**src/rtl/bm_pkg.sv**
```systemverilog
package bm_pkg;

  typedef enum logic [2:0] {
    ST_IDLE,
    ST_HDR,
    ST_PFX,
    ST_CNT,
    ST_TYPE,
    ST_FILLV,
    ST_LIT,
    ST_EMIT
  } bm_state_e;

  typedef enum logic [1:0] {
    SRC_IN,
    SRC_FILL,
    SRC_BLK
  } bm_src_e;

endpackage

```
**src/rtl/bm_blk_store.sv**
```systemverilog
module bm_blk_store #(
  parameter int MAX_BLK = 10,
  localparam int IDX_W = $clog2(MAX_BLK)
) (
  input  logic             clk,
  input  logic             rst,
  input  logic             wr_en,
  input  logic [IDX_W-1:0] idx,
  input  logic             in_bit,
  input  logic             fill_ld,
  input  bm_pkg::bm_src_e  src,
  output logic             data_o
);
  import bm_pkg::*;

  // block storage written by index, no reset so it maps onto plain memory
  logic blk_mem [MAX_BLK];
  logic fill_q;

  always_ff @(posedge clk) begin
    if (wr_en) begin
      blk_mem[idx] <= in_bit;
    end
  end

  // fill value latch
  always_ff @(posedge clk) begin
    if (rst) begin
      fill_q <= 1'b0;
    end else if (fill_ld) begin
      fill_q <= in_bit;
    end
  end

  always_comb begin
    unique case (src)
      SRC_FILL: data_o = fill_q;
      SRC_BLK:  data_o = blk_mem[idx];
      default:  data_o = in_bit;
    endcase
  end

endmodule

```
**src/rtl/bm_out_stage.sv**
```systemverilog
module bm_out_stage (
  input  logic clk,
  input  logic rst,
  input  logic emit_en,
  input  logic emit_bit,
  output logic out_bit,
  output logic out_valid
);

  always_ff @(posedge clk) begin
    if (rst) begin
      out_valid <= 1'b0;
      out_bit   <= 1'b0;
    end else begin
      out_valid <= emit_en;
      out_bit   <= emit_en ? emit_bit : 1'b0;
    end
  end

endmodule

```
**src/rtl/bm_ctrl.sv**
```systemverilog
module bm_ctrl #(
  parameter int MIN_BLK  = 4,
  parameter int MAX_BLK  = 10,
  parameter int HDR_W    = 3,
  parameter int MAX_ONES = 5,
  localparam int IDX_W  = $clog2(MAX_BLK),
  localparam int LEN_W  = $clog2(MAX_BLK + 1),
  localparam int TOT_W  = MAX_ONES + 1,
  localparam int ONES_W = $clog2(MAX_ONES + 1),
  localparam int HCNT_W = $clog2(HDR_W + 1)
) (
  input  logic                clk,
  input  logic                rst,
  input  logic                start,
  input  logic                in_bit,
  input  logic                in_valid,
  output logic                in_ready,
  output logic                emit_en,
  output bm_pkg::bm_src_e     emit_src,
  output logic                wr_en,
  output logic                fill_ld,
  output logic [IDX_W-1:0]    idx_o,
  output bm_pkg::bm_state_e   state_o
);
  import bm_pkg::*;

  bm_state_e           state_q;
  logic [HCNT_W-1:0]   hdr_cnt_q;
  logic [HDR_W-1:0]    hdr_sr_q;
  logic [LEN_W-1:0]    len_q;
  logic [ONES_W-1:0]   ones_q;
  logic [ONES_W-1:0]   fld_left_q;
  logic [MAX_ONES-1:0] fld_q;
  logic [TOT_W-1:0]    tot_q;
  logic [IDX_W-1:0]    idx_q;
  logic                fill_mode_q;

  logic                accept;
  logic                last_idx;
  logic [HDR_W-1:0]    hdr_next;
  logic [MAX_ONES-1:0] fld_next;
  logic [TOT_W-1:0]    base_w;
  logic [TOT_W-1:0]    tot_from_fld;

  // header value to block length, saturating at the largest length
  function automatic logic [LEN_W-1:0] size_of(input logic [HDR_W-1:0] h);
    int v;
    v = int'(h) + MIN_BLK;
    if (v > MAX_BLK) v = MAX_BLK;
    return LEN_W'(v);
  endfunction

  always_comb begin
    in_ready = (state_q == ST_HDR)  || (state_q == ST_PFX)   ||
               (state_q == ST_CNT)  || (state_q == ST_TYPE)  ||
               (state_q == ST_FILLV) || (state_q == ST_LIT);
  end

  assign accept   = in_ready && in_valid && !start;
  assign last_idx = (idx_q == IDX_W'(len_q - LEN_W'(1)));
  assign hdr_next = {hdr_sr_q[HDR_W-2:0], in_bit};
  assign fld_next = {fld_q[MAX_ONES-2:0], in_bit};

  // prefix ones read as a binary number: k ones -> 2^k - 1
  always_comb begin
    base_w = '0;
    for (int i = 0; i < MAX_ONES; i++) begin
      if (ONES_W'(i) < ones_q) base_w[i] = 1'b1;
    end
    tot_from_fld = base_w + {1'b0, fld_next};
  end

  always_comb begin
    emit_en  = 1'b0;
    emit_src = SRC_IN;
    wr_en    = 1'b0;
    fill_ld  = 1'b0;
    if (!start) begin
      if (state_q == ST_EMIT) begin
        emit_en  = 1'b1;
        emit_src = fill_mode_q ? SRC_FILL : SRC_BLK;
      end else if (accept && state_q == ST_LIT) begin
        emit_en = 1'b1;
        wr_en   = 1'b1;
      end else if (accept && state_q == ST_FILLV) begin
        emit_en = 1'b1;
        fill_ld = 1'b1;
      end
    end
  end

  always_ff @(posedge clk) begin
    if (rst) begin
      state_q     <= ST_IDLE;
      hdr_cnt_q   <= '0;
      hdr_sr_q    <= '0;
      len_q       <= LEN_W'(MIN_BLK);
      ones_q      <= '0;
      fld_left_q  <= '0;
      fld_q       <= '0;
      tot_q       <= '0;
      idx_q       <= '0;
      fill_mode_q <= 1'b0;
    end else if (start) begin
      // restart at the header from any state
      state_q   <= ST_HDR;
      hdr_cnt_q <= '0;
    end else begin
      unique case (state_q)
        ST_IDLE: ;
        ST_HDR: if (accept) begin
          hdr_sr_q  <= hdr_next;
          hdr_cnt_q <= hdr_cnt_q + HCNT_W'(1);
          if (hdr_cnt_q == HCNT_W'(HDR_W - 1)) begin
            len_q   <= size_of(hdr_next);
            ones_q  <= '0;
            state_q <= ST_PFX;
          end
        end
        ST_PFX: if (accept) begin
          if (in_bit) begin
            ones_q <= ones_q + ONES_W'(1);
            if (ones_q == ONES_W'(MAX_ONES - 1)) begin
              // longest prefix has no closing zero
              fld_left_q <= ONES_W'(MAX_ONES);
              fld_q      <= '0;
              state_q    <= ST_CNT;
            end
          end else if (ones_q == '0) begin
            tot_q   <= TOT_W'(1);
            idx_q   <= '0;
            state_q <= ST_LIT;
          end else if (ones_q == ONES_W'(1)) begin
            tot_q   <= TOT_W'(2);
            state_q <= ST_TYPE;
          end else begin
            fld_left_q <= ones_q;
            fld_q      <= '0;
            state_q    <= ST_CNT;
          end
        end
        ST_CNT: if (accept) begin
          fld_q      <= fld_next;
          fld_left_q <= fld_left_q - ONES_W'(1);
          if (fld_left_q == ONES_W'(1)) begin
            tot_q   <= tot_from_fld;
            state_q <= ST_TYPE;
          end
        end
        ST_TYPE: if (accept) begin
          idx_q   <= '0;
          state_q <= in_bit ? ST_FILLV : ST_LIT;
        end
        ST_FILLV: if (accept) begin
          fill_mode_q <= 1'b1;
          idx_q       <= IDX_W'(1);
          state_q     <= ST_EMIT;
        end
        ST_LIT: if (accept) begin
          if (last_idx) begin
            idx_q <= '0;
            if (tot_q == TOT_W'(1)) begin
              ones_q  <= '0;
              state_q <= ST_PFX;
            end else begin
              tot_q       <= tot_q - TOT_W'(1);
              fill_mode_q <= 1'b0;
              state_q     <= ST_EMIT;
            end
          end else begin
            idx_q <= idx_q + IDX_W'(1);
          end
        end
        ST_EMIT: begin
          if (last_idx) begin
            idx_q <= '0;
            if (tot_q == TOT_W'(1)) begin
              ones_q  <= '0;
              state_q <= ST_PFX;
            end else begin
              tot_q <= tot_q - TOT_W'(1);
            end
          end else begin
            idx_q <= idx_q + IDX_W'(1);
          end
        end
        default: state_q <= ST_IDLE;
      endcase
    end
  end

  assign idx_o   = idx_q;
  assign state_o = state_q;

endmodule

```
**src/rtl/bm_decomp.sv**
```systemverilog
module bm_decomp #(
  parameter int MIN_BLK  = 4,
  parameter int MAX_BLK  = 10,
  parameter int HDR_W    = 3,
  parameter int MAX_ONES = 5
) (
  input  logic clk,
  input  logic rst,
  input  logic start,
  input  logic in_bit,
  input  logic in_valid,
  output logic in_ready,
  output logic out_bit,
  output logic out_valid
);
  import bm_pkg::*;

  localparam int IDX_W = $clog2(MAX_BLK);

  logic             emit_en;
  logic             emit_bit;
  bm_src_e          emit_src;
  logic             wr_en;
  logic             fill_ld;
  logic [IDX_W-1:0] idx;
  bm_state_e        ctl_state;

  bm_ctrl #(
    .MIN_BLK  (MIN_BLK),
    .MAX_BLK  (MAX_BLK),
    .HDR_W    (HDR_W),
    .MAX_ONES (MAX_ONES)
  ) u_ctrl (
    .clk      (clk),
    .rst      (rst),
    .start    (start),
    .in_bit   (in_bit),
    .in_valid (in_valid),
    .in_ready (in_ready),
    .emit_en  (emit_en),
    .emit_src (emit_src),
    .wr_en    (wr_en),
    .fill_ld  (fill_ld),
    .idx_o    (idx),
    .state_o  (ctl_state)
  );

  bm_blk_store #(
    .MAX_BLK (MAX_BLK)
  ) u_store (
    .clk     (clk),
    .rst     (rst),
    .wr_en   (wr_en),
    .idx     (idx),
    .in_bit  (in_bit),
    .fill_ld (fill_ld),
    .src     (emit_src),
    .data_o  (emit_bit)
  );

  bm_out_stage u_out (
    .clk       (clk),
    .rst       (rst),
    .emit_en   (emit_en),
    .emit_bit  (emit_bit),
    .out_bit   (out_bit),
    .out_valid (out_valid)
  );

endmodule

```
**config.mk**
```make
export PLATFORM = sky130hd
export DESIGN_NAME = bm_decomp
export DESIGN_NICKNAME = d
export VERILOG_FILES = /design/src/rtl/bm_pkg.sv /design/src/rtl/bm_blk_store.sv /design/src/rtl/bm_out_stage.sv /design/src/rtl/bm_ctrl.sv /design/src/rtl/bm_decomp.sv
export SDC_FILE = /design/constraint.sdc
export NUM_CORES = 1
export LEC_CHECK = 0
export CORE_MARGIN = 2
export CORE_UTILIZATION = 25
export DETAILED_ROUTE_END_ITERATION = 8
export DONT_BUFFER_PORTS = 1
export SLEW_MARGIN = 10
export SYNTH_ARGS = -nofsm -noshare
export SYNTH_HDL_FRONTEND = slang
export SYNTH_SLANG_ARGS = --single-unit
```
**constraint.sdc**
```tcl
create_clock -name clk -period 2.35 [get_ports clk]
set_clock_uncertainty 0.05 [all_clocks]
set_input_delay 0.47 -clock clk [delete_from_list [all_inputs] [get_ports clk]]
set_output_delay 0.47 -clock clk [all_outputs]
set_load 0.05 [all_outputs]
```
==> flow_results.org <==
** Status
- Result of the run :: completed

** Yosys
- Fraction of post-synthesis cell area in the top cell type by area :: 0.265
- Register bit total from synthesis :: 49
- Post-synthesis sequential area ratio :: 0.366
- After synthesis, the netlist uses 59 different library cells.
- Number of flops mapped to enable cells by yosys :: 10
- Share of flip-flops with an asynchronous set or reset after synthesis :: 0
- When the netlist entered floorplanning its net count stood at 366.
- Top cell type by total area after synthesis :: dfxtp_1
- In the synthesized netlist, the number of instances is 341.
- Synth area leaders :: dfxtp_1 26%, edfxtp_1 10%, ha_1 8.1%, a21oi_1 5.8%, nor2_1 4.2%
- The most used flip-flop cell after synthesis is dfxtp_1.
- Commonest cells in the netlist :: 39 x dfxtp_1, 34 x a21oi_1, 33 x nor2_1
- Top-count cell post-synth :: dfxtp_1
- For this run, the number of Yosys warnings is 0.
- After synthesis, the mean cell area works out to 8.66 um2.
- Mapped Area :: 2950 um2

** Global route
- The number of antenna violations at the first check in global routing is 0.
- Entering global routing, the biggest net connects 40 pins.
- The total overflow left after global routing is 0.
- Via count of the first global-routing pass :: 2,273
- The first global-routing pass estimated 11,100 um of wire.
- In the global route stage, overall resource usage came out at 0.106.

** Clocking
- The clock passes through at most 2 buffers.
- TritonCTS clock tree :: yes
- The number of hold buffers added after CTS was 0.
- Worst skew pair latency :: 290 ps
- Number of buffers added by the clock tree synthesis step :: 5
- H-tree lvl count :: 2
- Clock tree synthesis selected as its root buffer the cell clkbuf_16.
- Clock-pin transition on the worst setup and hold timing paths :: 60 ps
- Total clock sinks :: 49

** Drt
- Remaining routing DRC violations :: 0
- After detailed routing, the total wire length is 6520 um.
- Number of DRC markers in iteration 0 :: 119
- Post-DR wirelength/cell :: 13.4 um
- After detailed routing, the number of vias per cell comes to 4.92.
- The first detailed-routing pass ran for 4 iterations.
- The detailed router placed 2,391 vias in this run.
- Antenna Violating Nets Remaining :: 0

** Power and ir drop
- Ratio of total power to cell area :: 490 nW/um2
- Part of the total power dissipated in combinational logic :: 0.035
- Net switching share of the total power :: 0.217
- Summed over all cells, the static leakage comes to 1.17 nW.
- Share of total power in sequential cells :: 0.530
- The internal portion of the total power is 1.28 mW.
- Sw power :: 0.354 mW
- VDD sags by at most 0.369 mV.
- Of the total power, the clock network draws 0.435.

** Timing
- Dividing the final minimum period by the clock period gives 0.934.
- Clock period minus worst slack :: 2200 ps
- Worst-case headroom to the max-slew limit :: 0.675
- Final-report hold violation count :: 0
- Based on the critical path, the design can be clocked at up to 456 MHz.
- Setup violations remaining at the end of the flow were counted as 0.
- RSZ-0062 raised after global routing :: no
- At the pin with the least slew margin, the transition time is 486 ps.
- In the final timing run, aggregate negative setup slack is 0 ps.
- Number of pins exceeding their max-slew limit in the final report :: 0

** Critical path
- Worst stage delay on the critical path :: 540 ps
- Required @ worst endpoint :: 2530 ps
- STA classifies the critical path startpoint as a flop.
- Kind of cell adding the most delay to the critical path :: simple AND/OR/NAND/NOR gates
- Data arrival, critical path :: 2370 ps
- Critical path buffer and inverter count :: 2
- On the critical path, the stage with the largest delay is an instance of or4b_1.
- Walking the worst path, the cells encountered are buf_4 -> inv_1 -> ha_2 -> nor2b_4 -> nand2_1 -> o32a_1 -> or4b_1 -> a21oi_1.
- Maximum net fanout on the critical path :: 6
- STA classifies the critical path endpoint as a flop.
- Critical path class :: reg2reg
- Setup slack on the worst reg-to-reg path comes out at 150 ps.

** Run
- Max capacitance violation total :: 0

** Final layout
- Layout-stage area growth over the synthesis result :: 12.7%
- Once layout is complete, the cells apart from fillers number 486.
- Diodes inserted :: 0
- Nets :: 367
- In the final layout, the share of cells above drive strength 1 is 0.122.
- Counting the fill cells in the layout gives 1,191.

** Placement
- # port buffers :: 0
- In this run, placement finished with an instance count of 478.
- Total half-perimeter wirelength after legalization and detailed placement :: 4690 um
- Routability-driven placement finished with a final weighted congestion of 0.825.

** Die
- The die covers 12,700 um2.
- For this configuration, the core starts out at a cell density of 0.257.
- Area of the placeable core :: 11,500 um2
- Placement Rows :: 39
- Width of the chip :: 113 um
- I/O pin count :: 8
- Die height :: 113 um

** Worst hold path
- The path class of the tightest hold or removal check is in2reg.
==> metal layers <==
| metal | global-route usage | up-vias | wire length [um] |
|---|---|---|---|
| met2 | 0.171 | 28 | 2990 |
| li1 | - | 1225 | - |
| met4 | 0.0228 | 0 | 54 |
| met5 | 0 | - | 0 |
| met1 | 0.145 | 1130 | 3290 |
| met3 | 0.0265 | 8 | 188 |
==> repair_timing <==
action	4_1_cts	5_1_grt
setup endpoints to repair	0	7
gates resized for setup	0	10
buffers inserted	0	0
==> cell type report <==
| type | count | area, um2 | area share |
|---|---|---|---|
| clock buffers | 7 | 133 | 0.0399 |
| clock inverters | 1 | 7.51 | 0.00226 |
| repair buffers | 15 | 113 | 0.0339 |
| well taps | 143 | 179 | 0.0538 |
| inverters | 19 | 71.3 | 0.0214 |
| multi-input cells | 252 | 1740 | 0.524 |
| flip-flops and latches | 49 | 1080 | 0.325 |
==> placed cells by master (no fill, tap or decap), types with 5 or more instances in the layout <==
master     Yosys  final
dfxtp_1       39     39
nor2_1        33     33
a21oi_1       34     32
inv_1         18     18
o21ai_0       17     17
ha_1          19     17
buf_4          1     15
nand2_1       14     14
nand3_1       11     11
a211oi_1      11     11
and2_1        10     10
nor3_1        10     10
edfxtp_1      10     10
nand2b_1       9      9
xnor2_1        8      8
mux2i_1        7      7
clkbuf_16      0      5
==> kinds of logic (layout without fill, tap and decap cells) <==
kind of cell | Yosys count | in the layout | synth area share
AND/OR/NAND/NOR | 115 | 115 | 0.207
AO/OA/AOI/OAI | 97 | 97 | 0.209
flip-flops | 49 | 49 | 0.366
buffers and inverters | 40 | 42 | 0.0581
adder cells (fa/ha/maj) | 20 | 20 | 0.0873
XOR/XNOR | 10 | 10 | 0.0297
multiplexers | 10 | 10 | 0.0428
==> worst register-to-register path, cell delays in order (launching register included) <==
cell,delay (ps)
dfxtp_1,310
buf_4,150
inv_1,100
ha_2,230
nor2b_4,180
nand2_1,60
o32a_1,350
or4b_1,540
a21oi_1,150
==> sequential cells by signal, indices dropped and copies added, names as in the netlist, named ones only <==
| register | cells |
|---|---|
| u_ctrl.fld_left_q | 3 |
| u_ctrl.len_q | 4 |
| u_ctrl.ones_q | 3 |
| u_out.out_bit | 1 |
| u_ctrl.hdr_sr_q | 2 |
| u_ctrl.idx_o | 4 |
| u_store.fill_q | 1 |
| u_ctrl.fld_q | 4 |
| u_ctrl.tot_q | 6 |
| u_ctrl.state_o | 3 |
| u_ctrl.hdr_cnt_q | 2 |
| u_out.out_valid | 1 |
| u_ctrl.fill_mode_q | 1 |
| u_store.blk_mem | 10 |
==> power groups by stage <==
stage                     clock [mW]  sequential (mW)  combinational [mW]
after floorplan                    0            0.879              0.0572
after global placement             0            0.883              0.0552
after detailed placement           0            0.883              0.0552
after CTS                      0.731            0.864              0.0554
after global routing           0.767            0.864              0.0611
final                          0.709            0.864              0.0564
==> worst paths after layout <==
kind | start | endpoint | depth (start not counted)
worst min register to register | u_ctrl.fld_q[3] | u_ctrl.fld_q[3] | 2
worst min-delay path | rst | u_ctrl.fld_q[1] | 1
worst max-delay path | u_ctrl.ones_q[1] | u_ctrl.idx_o[2] | 8
worst max register to register | u_ctrl.ones_q[1] | u_ctrl.idx_o[2] | 8
==> through the flow <==
| stage | setup slack (ps) | power (mW) | instance area, um2 | util | hold slack (ps) |
|---|---|---|---|---|---|
| detailed placement | 27.6 | 0.938 | 3150 | 0.274 | 407 |
| global route | 6.88 | 1.69 | 3330 | 0.290 | 173 |
| floorplan | 37.2 | 0.937 | 2950 | - | 391 |
| finish | 155 | 1.63 | 3330 | 0.290 | 187 |
| CTS | 12.5 | 1.65 | 3290 | 0.287 | 180 |
| global placement | 54.9 | 0.938 | 3150 | 0.274 | 406 |
No activity file was read; power rests on OpenSTA's default activity.
